--- src/rtl/adc_rd_pkg.sv ---
package adc_rd_pkg;
  typedef enum logic [1:0] {
    ST_IDLE  = 2'd0,
    ST_CONV  = 2'd1,
    ST_WAIT  = 2'd2,
    ST_SHIFT = 2'd3
  } rd_state_e;
endpackage

--- src/rtl/adc_rd_seq.sv ---
module adc_rd_seq
  import adc_rd_pkg::*;
#(
  parameter int DATA_W   = 16,
  parameter int CFG_W    = 14,
  parameter int T_CONV   = 10,
  parameter int T_EN     = 3,
  parameter int SCK_HALF = 2
) (
  input  logic clk,
  input  logic rst_n,
  input  logic go,
  input  logic rdbk,
  output logic idle,
  output logic cnv,
  output logic sck,
  output logic smp,
  output logic load,
  output logic adv,
  output logic fin
);
  localparam int TOT  = DATA_W + CFG_W;
  localparam int BW   = $clog2(TOT + 1);
  localparam int TMAX = (T_CONV > T_EN) ? ((T_CONV > SCK_HALF) ? T_CONV : SCK_HALF)
                                        : ((T_EN > SCK_HALF) ? T_EN : SCK_HALF);
  localparam int CW   = $clog2(TMAX + 1);

  rd_state_e       st;
  logic [CW-1:0]   cnt;
  logic [BW-1:0]   bitn;
  logic [BW-1:0]   nb;
  logic            hi_end;
  logic            last;

  assign idle   = (st == ST_IDLE);
  assign smp    = (st == ST_SHIFT) && !sck && (cnt == CW'(SCK_HALF - 1));
  assign hi_end = (st == ST_SHIFT) &&  sck && (cnt == CW'(SCK_HALF - 1));
  assign last   = hi_end && (bitn == nb - BW'(1));
  assign adv    = hi_end && !last;
  assign fin    = last;
  assign load   = (st == ST_WAIT) && (cnt == CW'(T_EN - 1));

  always_ff @(posedge clk or negedge rst_n) begin
    if (!rst_n) begin
      st   <= ST_IDLE;
      cnt  <= '0;
      bitn <= '0;
      nb   <= '0;
      cnv  <= 1'b0;
      sck  <= 1'b0;
    end else begin
      case (st)
        ST_IDLE: begin
          if (go) begin
            st  <= ST_CONV;
            cnt <= '0;
            cnv <= 1'b1;
            nb  <= rdbk ? BW'(TOT) : BW'(DATA_W);
          end
        end
        ST_CONV: begin
          if (cnt == CW'(T_CONV - 1)) begin
            cnv <= 1'b0;
            cnt <= '0;
            st  <= ST_WAIT;
          end else begin
            cnt <= cnt + CW'(1);
          end
        end
        ST_WAIT: begin
          if (load) begin
            cnt  <= '0;
            bitn <= '0;
            st   <= ST_SHIFT;
          end else begin
            cnt <= cnt + CW'(1);
          end
        end
        ST_SHIFT: begin
          if (cnt == CW'(SCK_HALF - 1)) begin
            cnt <= '0;
            sck <= ~sck;
            if (last)     st   <= ST_IDLE;
            else if (sck) bitn <= bitn + BW'(1);
          end else begin
            cnt <= cnt + CW'(1);
          end
        end
        default: st <= ST_IDLE;
      endcase
    end
  end


  sck_only_in_shift_chk: assert property (@(posedge clk) disable iff (!rst_n)
    $rose(sck) |-> (st == ST_SHIFT));


  cnv_fall_to_wait_chk: assert property (@(posedge clk) disable iff (!rst_n)
    $fell(cnv) |-> (st == ST_WAIT));


  bit_count_bound_chk: assert property (@(posedge clk) disable iff (!rst_n)
    (st == ST_SHIFT) |-> (bitn < nb));


  sck_low_when_idle_chk: assert property (@(posedge clk) disable iff (!rst_n)
    (st == ST_IDLE) |-> !sck);
endmodule

--- src/rtl/adc_rd_txsh.sv ---
module adc_rd_txsh #(
  parameter int W = 14
) (
  input  logic         clk,
  input  logic         rst_n,
  input  logic         cap,
  input  logic [W-1:0] word,
  input  logic         load,
  input  logic         adv,
  input  logic         fin,
  output logic         dout
);
  logic [W-1:0] sr;

  always_ff @(posedge clk or negedge rst_n) begin
    if (!rst_n) begin
      sr   <= '0;
      dout <= 1'b0;
    end else if (cap) begin
      sr   <= word;
      dout <= 1'b0;
    end else if (load || adv) begin
      dout <= sr[W-1];
      sr   <= {sr[W-2:0], 1'b0};
    end else if (fin) begin
      dout <= 1'b0;
    end
  end
endmodule

--- src/rtl/adc_rd_rxsh.sv ---
module adc_rd_rxsh #(
  parameter int W = 30
) (
  input  logic         clk,
  input  logic         rst_n,
  input  logic         clr,
  input  logic         smp,
  input  logic         sdo,
  output logic [W-1:0] q
);
  always_ff @(posedge clk or negedge rst_n) begin
    if (!rst_n)   q <= '0;
    else if (clr) q <= '0;
    else if (smp) q <= {q[W-2:0], sdo};
  end
endmodule

--- src/rtl/adc_span_reader.sv ---
module adc_span_reader #(
  parameter int DATA_W   = 16,
  parameter int CFG_W    = 14,
  parameter int T_CONV   = 10,
  parameter int T_EN     = 3,
  parameter int SCK_HALF = 2
) (
  input  logic              clk,
  input  logic              rst_n,
  input  logic              start_valid,
  output logic              start_ready,
  input  logic [CFG_W-1:0]  start_cfg,
  output logic              adc_cnv,
  output logic              adc_sck,
  output logic              adc_din,
  input  logic              adc_sdo,
  output logic              done,
  output logic [DATA_W-1:0] result_code,
  output logic [CFG_W-1:0]  result_cfg,
  output logic              result_cfg_ok
);
  localparam int TOT = DATA_W + CFG_W;

  logic           accept;
  logic           rdbk_req;
  logic           rdbk_q;
  logic           smp, load, adv, fin;
  logic [TOT-1:0] rx;

  assign accept   = start_valid && start_ready;
  assign rdbk_req = ~start_cfg[0];

  adc_rd_seq #(
    .DATA_W(DATA_W), .CFG_W(CFG_W), .T_CONV(T_CONV),
    .T_EN(T_EN), .SCK_HALF(SCK_HALF)
  ) u_seq (
    .clk(clk), .rst_n(rst_n), .go(accept), .rdbk(rdbk_req),
    .idle(start_ready), .cnv(adc_cnv), .sck(adc_sck),
    .smp(smp), .load(load), .adv(adv), .fin(fin)
  );

  adc_rd_txsh #(.W(CFG_W)) u_tx (
    .clk(clk), .rst_n(rst_n), .cap(accept), .word(start_cfg),
    .load(load), .adv(adv), .fin(fin), .dout(adc_din)
  );

  adc_rd_rxsh #(.W(TOT)) u_rx (
    .clk(clk), .rst_n(rst_n), .clr(accept), .smp(smp),
    .sdo(adc_sdo), .q(rx)
  );

  always_ff @(posedge clk or negedge rst_n) begin
    if (!rst_n) begin
      rdbk_q        <= 1'b0;
      done          <= 1'b0;
      result_code   <= '0;
      result_cfg    <= '0;
      result_cfg_ok <= 1'b0;
    end else begin
      done <= fin;
      if (accept) rdbk_q <= rdbk_req;
      if (fin) begin
        result_cfg_ok <= rdbk_q;
        if (rdbk_q) begin
          result_code <= rx[TOT-1 -: DATA_W];
          result_cfg  <= rx[CFG_W-1:0];
        end else begin
          result_code <= rx[DATA_W-1:0];
          result_cfg  <= '0;
        end
      end
    end
  end


  cnv_sck_excl_chk: assert property (@(posedge clk) disable iff (!rst_n)
    !(adc_cnv && adc_sck));


  done_single_chk: assert property (@(posedge clk) disable iff (!rst_n)
    done |=> !done);


  busy_after_accept_chk: assert property (@(posedge clk) disable iff (!rst_n)
    accept |=> !start_ready);


  din_stable_high_chk: assert property (@(posedge clk) disable iff (!rst_n)
    (adc_sck && $past(adc_sck)) |-> $stable(adc_din));
endmodule

--- config.mk ---
export PLATFORM = sky130hd
export DESIGN_NAME = adc_span_reader
export DESIGN_NICKNAME = d
export VERILOG_FILES = /design/src/rtl/adc_rd_pkg.sv /design/src/rtl/adc_rd_seq.sv /design/src/rtl/adc_rd_txsh.sv /design/src/rtl/adc_rd_rxsh.sv /design/src/rtl/adc_span_reader.sv
export SDC_FILE = /design/constraint.sdc
export NUM_CORES = 1
export LEC_CHECK = 0
export ABC_AREA = 1
export BUFFER_PORTS_ARGS = -buffer_cell sky130_fd_sc_hd__buf_2
export CAP_MARGIN = 0
export CORE_UTILIZATION = 30
export DETAILED_ROUTE_END_ITERATION = 10
export PLACE_DENSITY = 0.57
export SETUP_SLACK_MARGIN = 0.2
export SLEW_MARGIN = 20
export SYNTH_ARGS = -nofsm -noshare
export SYNTH_HDL_FRONTEND = slang
export SYNTH_HIERARCHICAL = 1
export SYNTH_SLANG_ARGS = --single-unit
--- constraint.sdc ---
create_clock -name clk -period 2 [get_ports clk]
set_input_delay 0.5 -clock clk [delete_from_list [all_inputs] [get_ports clk]]
set_output_delay 0.5 -clock clk [all_outputs]
set_load 0.02 [all_outputs]
==> results, run 1 <==
- The flow ran to the end, and the final reports show no timing, DRC or antenna violations.
- The layout-stage area growth over the synthesis result is 17.7%.
- The number of antenna diodes in the final layout is 0.
- The final critical-path setup slack is 0.234 ns.
- The routed layout has roughly 3700 vias.
- The clock sink count is a little over 90.
- Summed over all nets, the switching power comes to approximately 2.2 mW.
- Global routing finished with a remaining overflow of 0.
- The routed design has roughly 10000 microns of wire.
- The wire-length estimate of the detail-placed layout is between 6000 and 7000 microns.
- In the final design database the tool counted 645 nets.
- In the synthesized netlist the async set-or-reset flop fraction comes to 100%.
- The number of buffers added on ports is 53.
- The number of cells after detailed placement is between 700 and 800.
- Once layout is done, the placed cells without fillers occupy ~5400 sq um.
- The number of antenna violations at the first check in global routing was 0.
- The cell accounting for the most synthesized area is sky130_fd_sc_hd__dfrtp_1.
- The number of synthesis warnings is 6.
- Sequential cells burn roughly two fifths of the power.
- The clock skew is 0.0106 ns.
- The region available for standard cell placement spans roughly 15000 sq um.
- In the synthesized netlist, the cells that appear most often are sky130_fd_sc_hd__nand2_1, sky130_fd_sc_hd__dfrtp_1, sky130_fd_sc_hd__nand3_1.
- Routability-driven placement finished with a final weighted congestion of between 0.7 and 0.8.
- The worst slew margin relative to its limit is around 58%.
- The switching portion of total power is 37.4%.
- For this design the ratio of total power to cell area is 1080 nW/um^2.
- The instance area at placement is 4990 sq um.
- A synthesized cell averages approximately 8.3 sq um.
- The area fraction of the dominant cell type after synthesis is about half.
- The detailed-routing iteration count for the pre-antenna-repair pass is 4.
- For this design the static power due to leakage is around 3 nW.
- The synthesized design contains 0 enable-type register cells.
- The cell row count is 45.
- Based on the critical path, the design can be clocked at up to 566 MHz.
- At the worst endpoint, the arrival time is between 1 and 1.5 ns.
- Max-cap violations in this run came to 0.
- Along the worst path, the maximum fanout reaches 4.
- The largest single stage delay on the critical path is about 0.41 ns.
- The type of the worst setup path is reg -> out.
- The endpoint class of the critical path is a primary output.
- The critical path goes through inv_2, ha_4, buf_4, buf_6.
- Prior to clock tree synthesis, the placed netlist has a worst setup slack of about 0.023 ns.
- The worst register-to-register path ends at u_rx/q[27].
- The remaining routing DRC violations is 0.
- The combinational cell fraction of total power is around 33%.
- The worst hold-check path type is in -> async.
- The cell count after synthesis came out at roughly 560.
- In this run, the number of DRC markers left after iteration 0 of detailed routing was 218.
- For the worst flop-to-flop path, the logic depth is 8.
- The design draws roughly 5.9 mW.
- At the later pin of the worst-skew pair, clock insertion delay measures 0.35 ns.
- The post-route netlist has 21.2% of its cells at a drive strength greater than 1.
- The die span in y is 126 microns.
- The beginning of the worst register-to-register path is u_seq/st[0].
- The number of clock buffers added by TritonCTS is 9.
- Tracing the worst setup path back leads to its startpoint at u_seq/st[1].
- The floorplan step defined a die boundary enclosing about 16000 sq um.
- The TritonCTS clock tree is done.
- Across all register-to-register paths, the minimum setup slack is between 0.2 and 0.3 ns.
- The cell area that synthesis handed to floorplanning was 4630 sq um.
- In the post-synthesis netlist, the biggest area contributors are sky130_fd_sc_hd__dfrtp_1, sky130_fd_sc_hd__nand2_1, sky130_fd_sc_hd__nand3_1.
- STA puts the critical path data required time at ~1.5 ns.
- The internal power summed over all cells is around 3.7 mW.
- Following the worst setup path forward leads to its endpoint at start_ready.
- After clock tree synthesis, the clock-pin slew on the worst setup and hold paths is ~0.070 ns.
- The detail-routed net length per standard cell is 12.4 microns.
- The die is roughly 130 microns wide.
- The most common cell in the synthesized netlist is sky130_fd_sc_hd__nand2_1.
- The global-route wire length before repair is ~18000 microns.
- The via count of the first global-routing pass is ~3700.
- The number of hold-slack violations in the final timing report was 0.
- The effective utilization at floorplan is a little over 30%.
- The final period demand of the worst path is ~1.8 ns.
- The master cell of the clock root buffer is sky130_fd_sc_hd__clkbuf_16.
- The H-tree depth reported by CTS is 3.
- Yosys mapped the design onto 32 distinct sky130hd cell types.
- The critical path's slowest cell is sky130_fd_sc_hd__dfrtp_1.
- The synthesized net count is 583.
- The register bit count reported by yosys is 93.
- The final setup violation count is 0.
- The via-per-instance ratio is 4.54.
- The total global routing track utilization is roughly 14%.
- For the final routed database, the setup TNS stands at 0 ns.
- Setup repair after global routing could not meet its margin everywhere.
- The finished layout holds between 800 and 900 standard cells, fillers aside.
- After layout, the worst path uses 88.3% of the clock period.
- The worst-case IR drop observed on VDD is between 0.4 and 0.5 mV.
- The slew at the pin closest to its max-slew limit is 0.633 ns.
- The kind of start point of the critical path is a flop.
- The maximum number of buffers from clock root to sink is 2.
- The largest net degree at the start of global routing is 36.
- Sequential cells were found to cover between 50% and 60% of the synthesized design area.
- The number of fill cells is approximately 1600.
- The max-slew violation count was 0.
- The share of total power dissipated in the clock network is between 20% and 30%.
- The most frequently used flop master after synthesis is sky130_fd_sc_hd__dfrtp_1.
- In this run the remaining antenna-violating nets after routing total 0.
- Pin placement for this block handled 54 I/O pins.
-- flip-flops by register name, summed over array words and instances (netlist names) --
register       cells
u_seq/st           2
done               1
u_seq/sck          1
result_cfg        14
result_code       16
u_seq/bitn         5
u_tx/sr           14
u_seq/cnt          4
u_seq/cnv          1
u_seq/nb           2
u_tx/dout          1
u_rx/q            30
result_cfg_ok      1
rdbk_q             1
-- cell usage in the layout (no fill, tap or decap), types with 3 or more instances in the layout --
master	synthesis	final
sky130_fd_sc_hd__buf_12	0	3
sky130_fd_sc_hd__buf_2	0	51
sky130_fd_sc_hd__buf_4	7	17
sky130_fd_sc_hd__buf_6	17	3
sky130_fd_sc_hd__clkbuf_16	0	9
sky130_fd_sc_hd__clkinvlp_4	0	3
sky130_fd_sc_hd__dfrtp_1	93	93
sky130_fd_sc_hd__ha_1	8	6
sky130_fd_sc_hd__inv_1	50	46
sky130_fd_sc_hd__inv_2	2	3
sky130_fd_sc_hd__nand2_1	243	242
sky130_fd_sc_hd__nand2_2	4	5
sky130_fd_sc_hd__nand2_4	4	3
sky130_fd_sc_hd__nand3_1	68	68
sky130_fd_sc_hd__nor2_1	9	8
sky130_fd_sc_hd__nor2_4	3	4
sky130_fd_sc_hd__o21ai_0	13	10
sky130_fd_sc_hd__o21ai_1	7	10
sky130_fd_sc_hd__o21ai_2	9	9
sky130_fd_sc_hd__xor2_1	3	3
-- per-layer routing --
metal | GRT usage (%) | wire, microns
met1 | 17.7 | 4850
met2 | 22.5 | 4760
met3 | 3.14 | 321
met4 | 5.74 | 139
met5 | 0 | 0
-- worst min-delay path by stage --
stage                    from             end
2_1_floorplan           rst_n            done
3_3_place_gp    result_cfg_ok   result_cfg_ok
3_5_place_dp   result_code[2]  result_code[2]
4_1_cts                 rst_n      u_rx/q[14]
5_1_grt                 rst_n      u_rx/q[14]
6_report                rst_n  result_cfg[11]
-- kinds of logic (layout without fill, tap and decap cells) --
logic type	count (synthesis)	in the layout	synth area share, %
and+or+nand+nor	339	340	32.0
DFF	93	93	50.3
buffers and inverters	79	145	10.0
AOI/OAI and AO/OA	34	34	4.73
adders and majority gates	8	8	2.16
xor gates and xnor gates	4	4	0.757
-- area by class of cell --
cell class | instances | area (sq um) | share of cell area (%)
Tap cell | 188 | 235 | 4.32
Clock buffer | 11 | 243 | 4.46
Inverter | 54 | 229 | 4.20
Timing Repair Buffer | 75 | 492 | 9.03
Sequential cell | 93 | 2330 | 42.7
Clock inverter | 5 | 33.8 | 0.620
Multi-Input combinational cell | 386 | 1890 | 34.7
-- power groups by stage --
stage / combinational, mW / sequential, mW / clock, mW
finish: 1.95 / 2.31 / 1.61
global route: 2.22 / 2.33 / 1.73
CTS: 1.81 / 2.30 / 1.66
detailed placement: 1.77 / 2.33 / 0
global placement: 1.73 / 2.32 / 0
floorplan: 1.52 / 2.27 / 0
-- critical path: cells and delay by family, from the launching register on --
family	cells	cell delay [ns]
fa+ha+maj	1	0.16
buf+inv	3	0.35
flops	1	0.41
-- timing repair --
action	in CTS	in global routing
setup endpoints to repair	77	78
resized for setup	9	17
hold buffers	0	0
buffers inserted	1	8
pin swaps	0	2
cloned	0	1
-- per-stage QoR --
step                      hold WS [ns]  utilization (%)
after detailed placement         0.464             33.0
final                            0.100             36.0
after global routing             0.133             36.0
after CTS                        0.108             35.0
after global placement           0.453             33.0
after floorplan                  0.204                -
(Power assumes the default switching activity.)
==> run 2: changes to the inputs <==
- CORE_UTILIZATION: 30 -> 58
- PLACE_DENSITY: 0.57 -> 0.76
==> results, run 2 (same netlist as run 1, synthesis figures left out) <==
- The worst setup path is launched from a flop.
- The cell row count was 32 (-29%).
- The max-slew violation count is 0 (unchanged).
- The leakage power came to 2.89 nW (-1.7%).
- The remaining routing DRC violations came to 0 (unchanged).
- The detail-routed net length per standard cell came to 13.1 microns (+5.5%).
- The clock slew at the register clock pins of the worst setup and hold paths was 0.08 ns (about the same).
- The via-per-instance ratio was 5.17 (+14%).
- The number of fill cells was 631 (-61%).
- The number of buffers added on ports was 53 (unchanged).
- The peak per-stage delay on the critical path came to 0.42 ns (about the same).
- The worst ir drop on vdd came to 0.823 mV (+73%).
- The largest register by flop count is u_rx/q.
- The post-detailed-routing wire length is 9410 microns (-6.6%).
- The slew at the pin closest to its max-slew limit was 0.508 ns (-0.125 ns).
- The count of max-cap constraint violations is 0 (unchanged).
- The top-level I/O count came to 54 (unchanged).
- The final period demand of the worst path is 1.78 ns (+0.0141 ns).
- The number of cells in the finished layout apart from fillers came to 719 (-11%).
- The die span in y came to 91.3 microns (-28%).
- The largest net degree at the start of global routing is 44 (+22%).
- The biggest fanout along the worst timing path is 30 (+26).
- The utilization of the core after routing came to 67.4% (+31 points).
- The master cell of the clock root buffer is sky130_fd_sc_hd__clkbuf_8.
- The total power consumption of the routed design is 5.57 mW (-5.0%).
- The HPWL after detailed placement is 6190 microns (-10%).
- The number of buffers added by the clock tree synthesis step is 9 (unchanged).
- The total global routing track utilization was 24.7% (+11 points).
- The share of the clock period used by the worst path after layout is 89.0% (+0.71 points).
- The width of the chip is 91.3 microns (-28%).
- The share of cells above drive strength 1 is 20.1% (-1.1 points).
- The setup TNS after final layout is 0 ns (unchanged).
- The total number of vias was 3717 (+0.76%).
- The power per cell area came to 1070 nW/um^2 (-0.63%).
- The maximum number of buffers from clock root to sink came to 2 (unchanged).
- The highest achievable clock rate was 562 MHz (-0.79%).
- Among all stages on the critical path, the largest delay is contributed by sky130_fd_sc_hd__dfrtp_1.
- The H-tree depth reported by CTS is 3 (unchanged).
- The worst hold slack after final layout is 0.0828 ns (-0.0175 ns).
- The tightest min-delay check is of the in -> async type.
- The clock latency on the worst-skew pair was 0.36 ns (about the same).
- Traced cell by cell, the critical path runs through ha_2, inv_1, nor3_4, buf_6, nand3_1, nand2_1.
- The type of the worst setup path is reg -> reg.
- The net count reported at finish is 639 (-0.93%).
- The global placement routability congestion is 0.831 (+7.2%).
- Setup repair after global routing could not meet its margin everywhere.
- The TritonCTS clock tree is done.
- The library cells used most frequently in the layout, excluding fill and tap cells, are sky130_fd_sc_hd__nand2_1, sky130_fd_sc_hd__dfrtp_1, sky130_fd_sc_hd__nand3_1, sky130_fd_sc_hd__buf_2, sky130_fd_sc_hd__inv_1.
- The minimum setup slack after placement is 0.119 ns (+0.0962 ns).
- The floorplan die area is 8340 sq um (-48%).
- STA classifies the critical path endpoint as a flop.
- The most common library cell in the layout ignoring fill and taps is sky130_fd_sc_hd__nand2_1.
- The detailed-routing iteration count for the pre-antenna-repair pass is 4 (unchanged).
- The number of diodes is 0 (unchanged).
- The clock skew is 0.0128 ns (+0.00220 ns).
- The count of buffering cells on the critical path with inverters included is 2 (-1).
- The area inside the core boundary was 7730 sq um (-49%).
- The flow ran to the end, and the final reports show no timing, DRC or antenna violations.
- The logic depth of the worst setup path including buffers was 6 (+2).
- The initial DRC count is 182 (-17%).
- The cell class contributing the biggest share of worst-path delay is simple AND/OR/NAND/NOR gates.
- The number of antenna violations at the first check in global routing came to 0 (unchanged).
- The final critical-path setup slack was 0.220 ns (-0.0141 ns).
- The number of hold-slack violations in the final timing report is 0 (unchanged).
- The post-detailed-route count of antenna-violating nets is 0 (unchanged).
- The worst endpoint data arrival time is 2.07 ns (+0.80 ns).
- The critical path starts at u_seq/st[0].
- The area used by sequential logic in the layout was 2330 sq um (about the same).
- The total grt overflow is 0 (unchanged).
- The worst slew margin relative to its limit is 66.1% (+8.3 points).
- The via count of the first global-routing pass came to 3609 (-3.3%).
- The number of cells after detailed placement is 698 (-11%).
- The area used by multi-input combinational logic is 1890 sq um (about the same).
- The largest registers in the layout are u_rx/q: 30 flops, result_code: 16 flops.
- The final setup violation count is 0 (unchanged).
- The summed area of non-filler cells in the final layout came to 5210 sq um (-4.4%).
- The beginning of the worst register-to-register path is u_seq/st[0].
- The layout-stage area growth over the synthesis result is 12.5%.
- The number of flip-flops under the largest register name came to 30 (unchanged).
- The instance area at placement was 4870 sq um (-2.5%).
- The global-route wire length before repair is 16500 microns (-6.4%).
- The endpoint required time on the critical path came to 2.29 ns (+0.79 ns).
- The count of cells along the worst register-to-register path is 6 (-2).
- The effective utilization at floorplan is 59.9% (+29 points).
- The clock sink count is 93 (unchanged).
## run 2: path summary, 6_finish.rpt
check                                  end  slack [ns]
setup reg to reg                 u_rx/q[0]        0.22
setup / recovery                 u_rx/q[0]        0.22
max in group asynchronous    result_cfg[0]        1.32
hold / removal             result_code[14]        0.08
hold reg to reg            result_code[12]        0.48
min in group clk                    rdbk_q        0.39
## run 2: layout make-up
cell class              count  share of cell area (%)
clock buffers              12                    2.98
flip-flops and latches     93                    44.7
multi-input cells         386                    36.3
well taps                 102                    2.45
inverters                  54                    4.35
clock inverters             3                    1.32
repair buffers             69                    7.88
## run 2: where the power goes
part | leakage, nW | switching [mW] | internal, mW
Clock | 0.113 | 0.620 | 0.769
Combinational | 1.51 | 1.22 | 0.657
Sequential | 1.27 | 0.222 | 2.09
## run 2: timing repair
action                     in CTS  in global routing
setup endpoints to repair      60                 79
cloned                          1                  0
gates resized for setup         6                 14
buffers inserted                0                  5
pin swaps                       1                  2
hold buffers                    0                  0
## run 2: per-layer routing
| metal | wire length, microns | global-route usage, % |
|---|---|---|
| met5 | 0 | 0 |
| met4 | 145 | 10.2 |
| met3 | 423 | 3.69 |
| met2 | 4610 | 41.8 |
| met1 | 4230 | 32.0 |
==> run 3: changes to the inputs <==
- BUFFER_PORTS_ARGS: -buffer_cell sky130_fd_sc_hd__buf_2 -> -buffer_cell sky130_fd_sc_hd__clkbuf_2
- PLACE_DENSITY: 0.76 -> 0.77
- SYNTH_HIERARCHICAL: 1 -> default
==> results, run 3 <==
- The biggest fanout along the worst timing path is 4 (-87%).
- The top-level I/O count is 54 (unchanged).
- The met1 demand-to-capacity share in global routing is 31.9% (about the same).
- The number of antenna violations at the first check in global routing came to 0 (unchanged).
- The most common library cell in the layout ignoring fill and taps is sky130_fd_sc_hd__nand2_1.
- The post-detailed-routing wire length is 8850 microns (-6.0%).
- The internal power summed over all cells is 3.27 mW (-6.7%).
- The endpoint required time on the critical path is 1.50 ns (-0.79 ns).
- The most numerous cell in the Yosys netlist is sky130_fd_sc_hd__nand2_1.
- The average instance area after synthesis came to 8.75 sq um (+5.3%).
- The worst setup path is captured at a primary output.
- The post-synthesis cell count is 500 (-10%).
- The utilization of the core after routing came to 68.7% (+1.4 points).
- The relative contribution of the clock network to total power is 23.1% (-1.8 points).
- Ranked by total cell area, the synthesized netlist is headed by sky130_fd_sc_hd__dfrtp_1, sky130_fd_sc_hd__nand2_1, sky130_fd_sc_hd__nand3_1.
- The clock slew at the register clock pins of the worst setup and hold paths is 0.09 ns (about the same).
- The post-detailed-route count of antenna-violating nets was 0 (unchanged).
- The beginning of the worst register-to-register path is u_seq.cnt[1].
- The largest registers in the layout are u_rx.q: 30 flops, result_code: 16 flops.
- The most frequently used flop master after synthesis is sky130_fd_sc_hd__dfrtp_1.
- The met3 routing resource usage after global routing came to 3.64% (-0.047 points).
- The worst setup path is of the reg -> out kind.
- The H-tree depth reported by CTS is 3 (unchanged).
- TritonCTS built the clock tree.
- Sorting the synthesized cells by how often they occur yields sky130_fd_sc_hd__nand2_1, sky130_fd_sc_hd__dfrtp_1, sky130_fd_sc_hd__nand3_1.
- The floorplan die area is 7900 sq um (-5.3%).
- The global-route wire length before repair came to 14500 microns (-12%).
- The worst hold-check path type is in -> async.
- The count of flip-flops with a built-in enable after synthesis is 0 (unchanged).
- The count of unique library cells instantiated by Yosys is 29 (-9.4%).
- The async set or reset register ratio after synthesis was 100% (unchanged).
- The highest achievable clock rate is 579 MHz (+3.0%).
- The met2 capacity usage during global routing is 40.2% (-1.6 points).
- The detailed-routing iteration count for the pre-antenna-repair pass is 4 (unchanged).
- The power per cell area was 1060 nW/um^2 (-0.54%).
- The total global routing track utilization is 24.2% (-0.54 points).
- The final setup violation count came to 0 (unchanged).
- met2 is the most crowded layer.
- The area inside the core boundary is 7290 sq um (-5.6%).
- The net count reported at finish was 578 (-9.5%).
- The detail-routed net length per standard cell is 13.5 microns (+3.2%).
- The share of synthesized area occupied by flip-flops and latches is 52.6% (+2.3 points).
- The worst hold slack after final layout came to 0.0989 ns (+0.0161 ns).
- The top cell types in the final layout, fill and taps aside, are sky130_fd_sc_hd__nand2_1, sky130_fd_sc_hd__dfrtp_1, sky130_fd_sc_hd__nand3_1, sky130_fd_sc_hd__clkbuf_2, sky130_fd_sc_hd__nor2_1.
- The worst ir drop on vdd came to 0.912 mV (+11%).
- The area used by multi-input combinational logic is 1790 sq um (-5.0%).
- The run finished with clean final reports.
- The largest net degree at the start of global routing is 42 (-4.5%).
- The HPWL after detailed placement is 6010 microns (-3.0%).
- The number of buffers added by the clock tree synthesis step came to 9 (unchanged).
- The total number of vias is 3505 (-5.7%).
- The cell row count is 31 (-3.1%).
- The switching power of the nets is 2.06 mW (about the same).
- The number of hold-slack violations in the final timing report is 0 (unchanged).
- The most critical setup path has its startpoint at u_seq.st[0].
- The leakage power was 2.54 nW (-12%).
- The initial DRC count came to 215 (+18%).
- The max-slew violation count is 0 (unchanged).
- The global placement routability congestion came to 0.840 (+1.1%).
- The sequential group share of total power was 42.8% (+1.4 points).
- The maximum number of buffers from clock root to sink was 2 (unchanged).
- The number of flip-flops under the largest register name is 30 (unchanged).
- The count of max-cap constraint violations was 0 (unchanged).
- The area fraction of the dominant cell type after synthesis was 52.6% (+2.3 points).
- The total power consumption of the routed design is 5.33 mW (-4.2%).
- The netlist area before placement is 4380 sq um (-5.4%).
- The number of buffers added on ports is 53 (unchanged).
- The combinational cell fraction of total power came to 34.2% (+0.6 points).
- The clock sink count is 92 (-1.1%).
- The area used by sequential logic in the layout came to 2300 sq um (-1.1%).
- The cell accounting for the most synthesized area is sky130_fd_sc_hd__dfrtp_1.
- The number of fill cells was 591 (-6.3%).
- The clock latency on the worst-skew pair is 0.36 ns (about the same).
- The layout-stage area growth over the synthesis result is 14.5%.
- The worst endpoint data arrival time is 1.23 ns (-0.84 ns).
- The via count of the first global-routing pass came to 3166 (-12%).
- The setup TNS after final layout is 0 ns (unchanged).
- The synthesized net count is 527 (-9.6%).
- The tree is rooted in a sky130_fd_sc_hd__clkbuf_8.
- The share of cells above drive strength 1 was 21.6% (+1.5 points).
- The number of diodes is 0 (unchanged).
- The number of synthesis warnings is 0 (-6).
- The final period demand of the worst path is 1.73 ns (-0.0515 ns).
- The slew at the pin closest to its max-slew limit is 0.484 ns (-0.0239 ns).
- The share of the clock period used by the worst path after layout is 86.4% (-2.6 points).
- The kind of start point of the critical path is a flop.
- The die span in y is 88.9 microns (-2.7%).
- The width of the chip is 88.9 microns (-2.7%).
- u_rx.q holds more flip-flops than any other register.
- Setup repair after global routing left no endpoint under its margin.
- The effective utilization at floorplan is 60.0% (+0.13 points).
- The total grt overflow is 0 (unchanged).
- The remaining routing DRC violations was 0 (unchanged).
- The switching portion of total power came to 38.6% (+1.6 points).
- The register bit count reported by yosys was 92 (-1.1%).
- The clock skew is 0.0131 ns (+0.000316 ns).
- The worst slew margin relative to its limit is 67.7% (+1.6 points).
- The via-per-instance ratio is 5.35 (+3.5%).
==> run 3: cell types whose count changed after synthesis, moves of 9 or more <==
cell	delta
sky130_fd_sc_hd__buf_6	-15
sky130_fd_sc_hd__clkbuf_1	+13
sky130_fd_sc_hd__nand2_1	-114
sky130_fd_sc_hd__nand3_1	-16
sky130_fd_sc_hd__nand4_1	+15
sky130_fd_sc_hd__nor2_1	+39
sky130_fd_sc_hd__o21ai_0	+10
sky130_fd_sc_hd__o21ai_2	-9
sky130_fd_sc_hd__o31ai_1	+14
sky130_fd_sc_hd__o31ai_2	+16
==> run 3: final timing paths <==
check	end	slack [ns]	cells after the start
setup / recovery	start_ready	0.27	3
hold / removal	done	0.1	1
setup reg to reg	result_code[14]	0.34	7
hold reg to reg	result_cfg[2]	0.48	2
max in group asynchronous	u_seq.cnt[2]	1.33	2
min in group clk	u_tx.sr[8]	0.36	3
==> run 3: final cells by class <==
| class | instances | area share, % |
|---|---|---|
| sequential | 92 | 45.9 |
| multi-input combinational | 335 | 35.8 |
| timing repair buffer | 68 | 8.56 |
| inverter | 45 | 3.42 |
| clock buffer | 10 | 2.55 |
| tap | 99 | 2.47 |
| clock inverter | 6 | 1.27 |
==> run 3: worst max-delay path, cell delays in order (launching register included) <==
cell                       delay, ns
sky130_fd_sc_hd__dfrtp_1        0.43
sky130_fd_sc_hd__inv_2          0.12
sky130_fd_sc_hd__ha_4           0.16
sky130_fd_sc_hd__clkbuf_2       0.16
==> run 3: kinds of logic after synthesis <==
kind of cell	synth area share [%]
xor gates and xnor gates	0.800
AOI/OAI and AO/OA	11.0
DFF	52.6
adders and majority gates	2.57
buffers and inverters	7.09
and+or+nand+nor	25.9
==> run 3: metrics by stage <==
stage,setup slack (ns),std cells,instance area [sq um]
after floorplan,0.268,500,4380
after global placement,0.292,638,4760
after detailed placement,0.196,638,4760
after CTS,0.174,654,4950
after global routing,0.201,655,5010
final,0.272,655,5010
==> run 3: layer usage <==
layer	share of wire, %	routed length [microns]
met2	49	4360
met5	0	0
met3	3.4	301
met1	46	4040
met4	1.6	143
==> run 3: timing repair <==
| item | CTS | global route |
|---|---|---|
| pin swaps | 0 | 1 |
| setup endpoints to repair | 5 | 53 |
| buffers inserted | 0 | 1 |
| hold buffers | 0 | 0 |
| gates resized for setup | 2 | 12 |
==> run 3: power by group through the flow <==
stage          clock [mW]  combinational, mW  sequential (mW)
6_report             1.23               1.82             2.28
3_3_place_gp            0               1.72             2.29
2_1_floorplan           0               1.33             2.29
5_1_grt              1.34               2.05             2.31
3_5_place_dp            0               1.77             2.31
4_1_cts              1.25               1.79             2.27
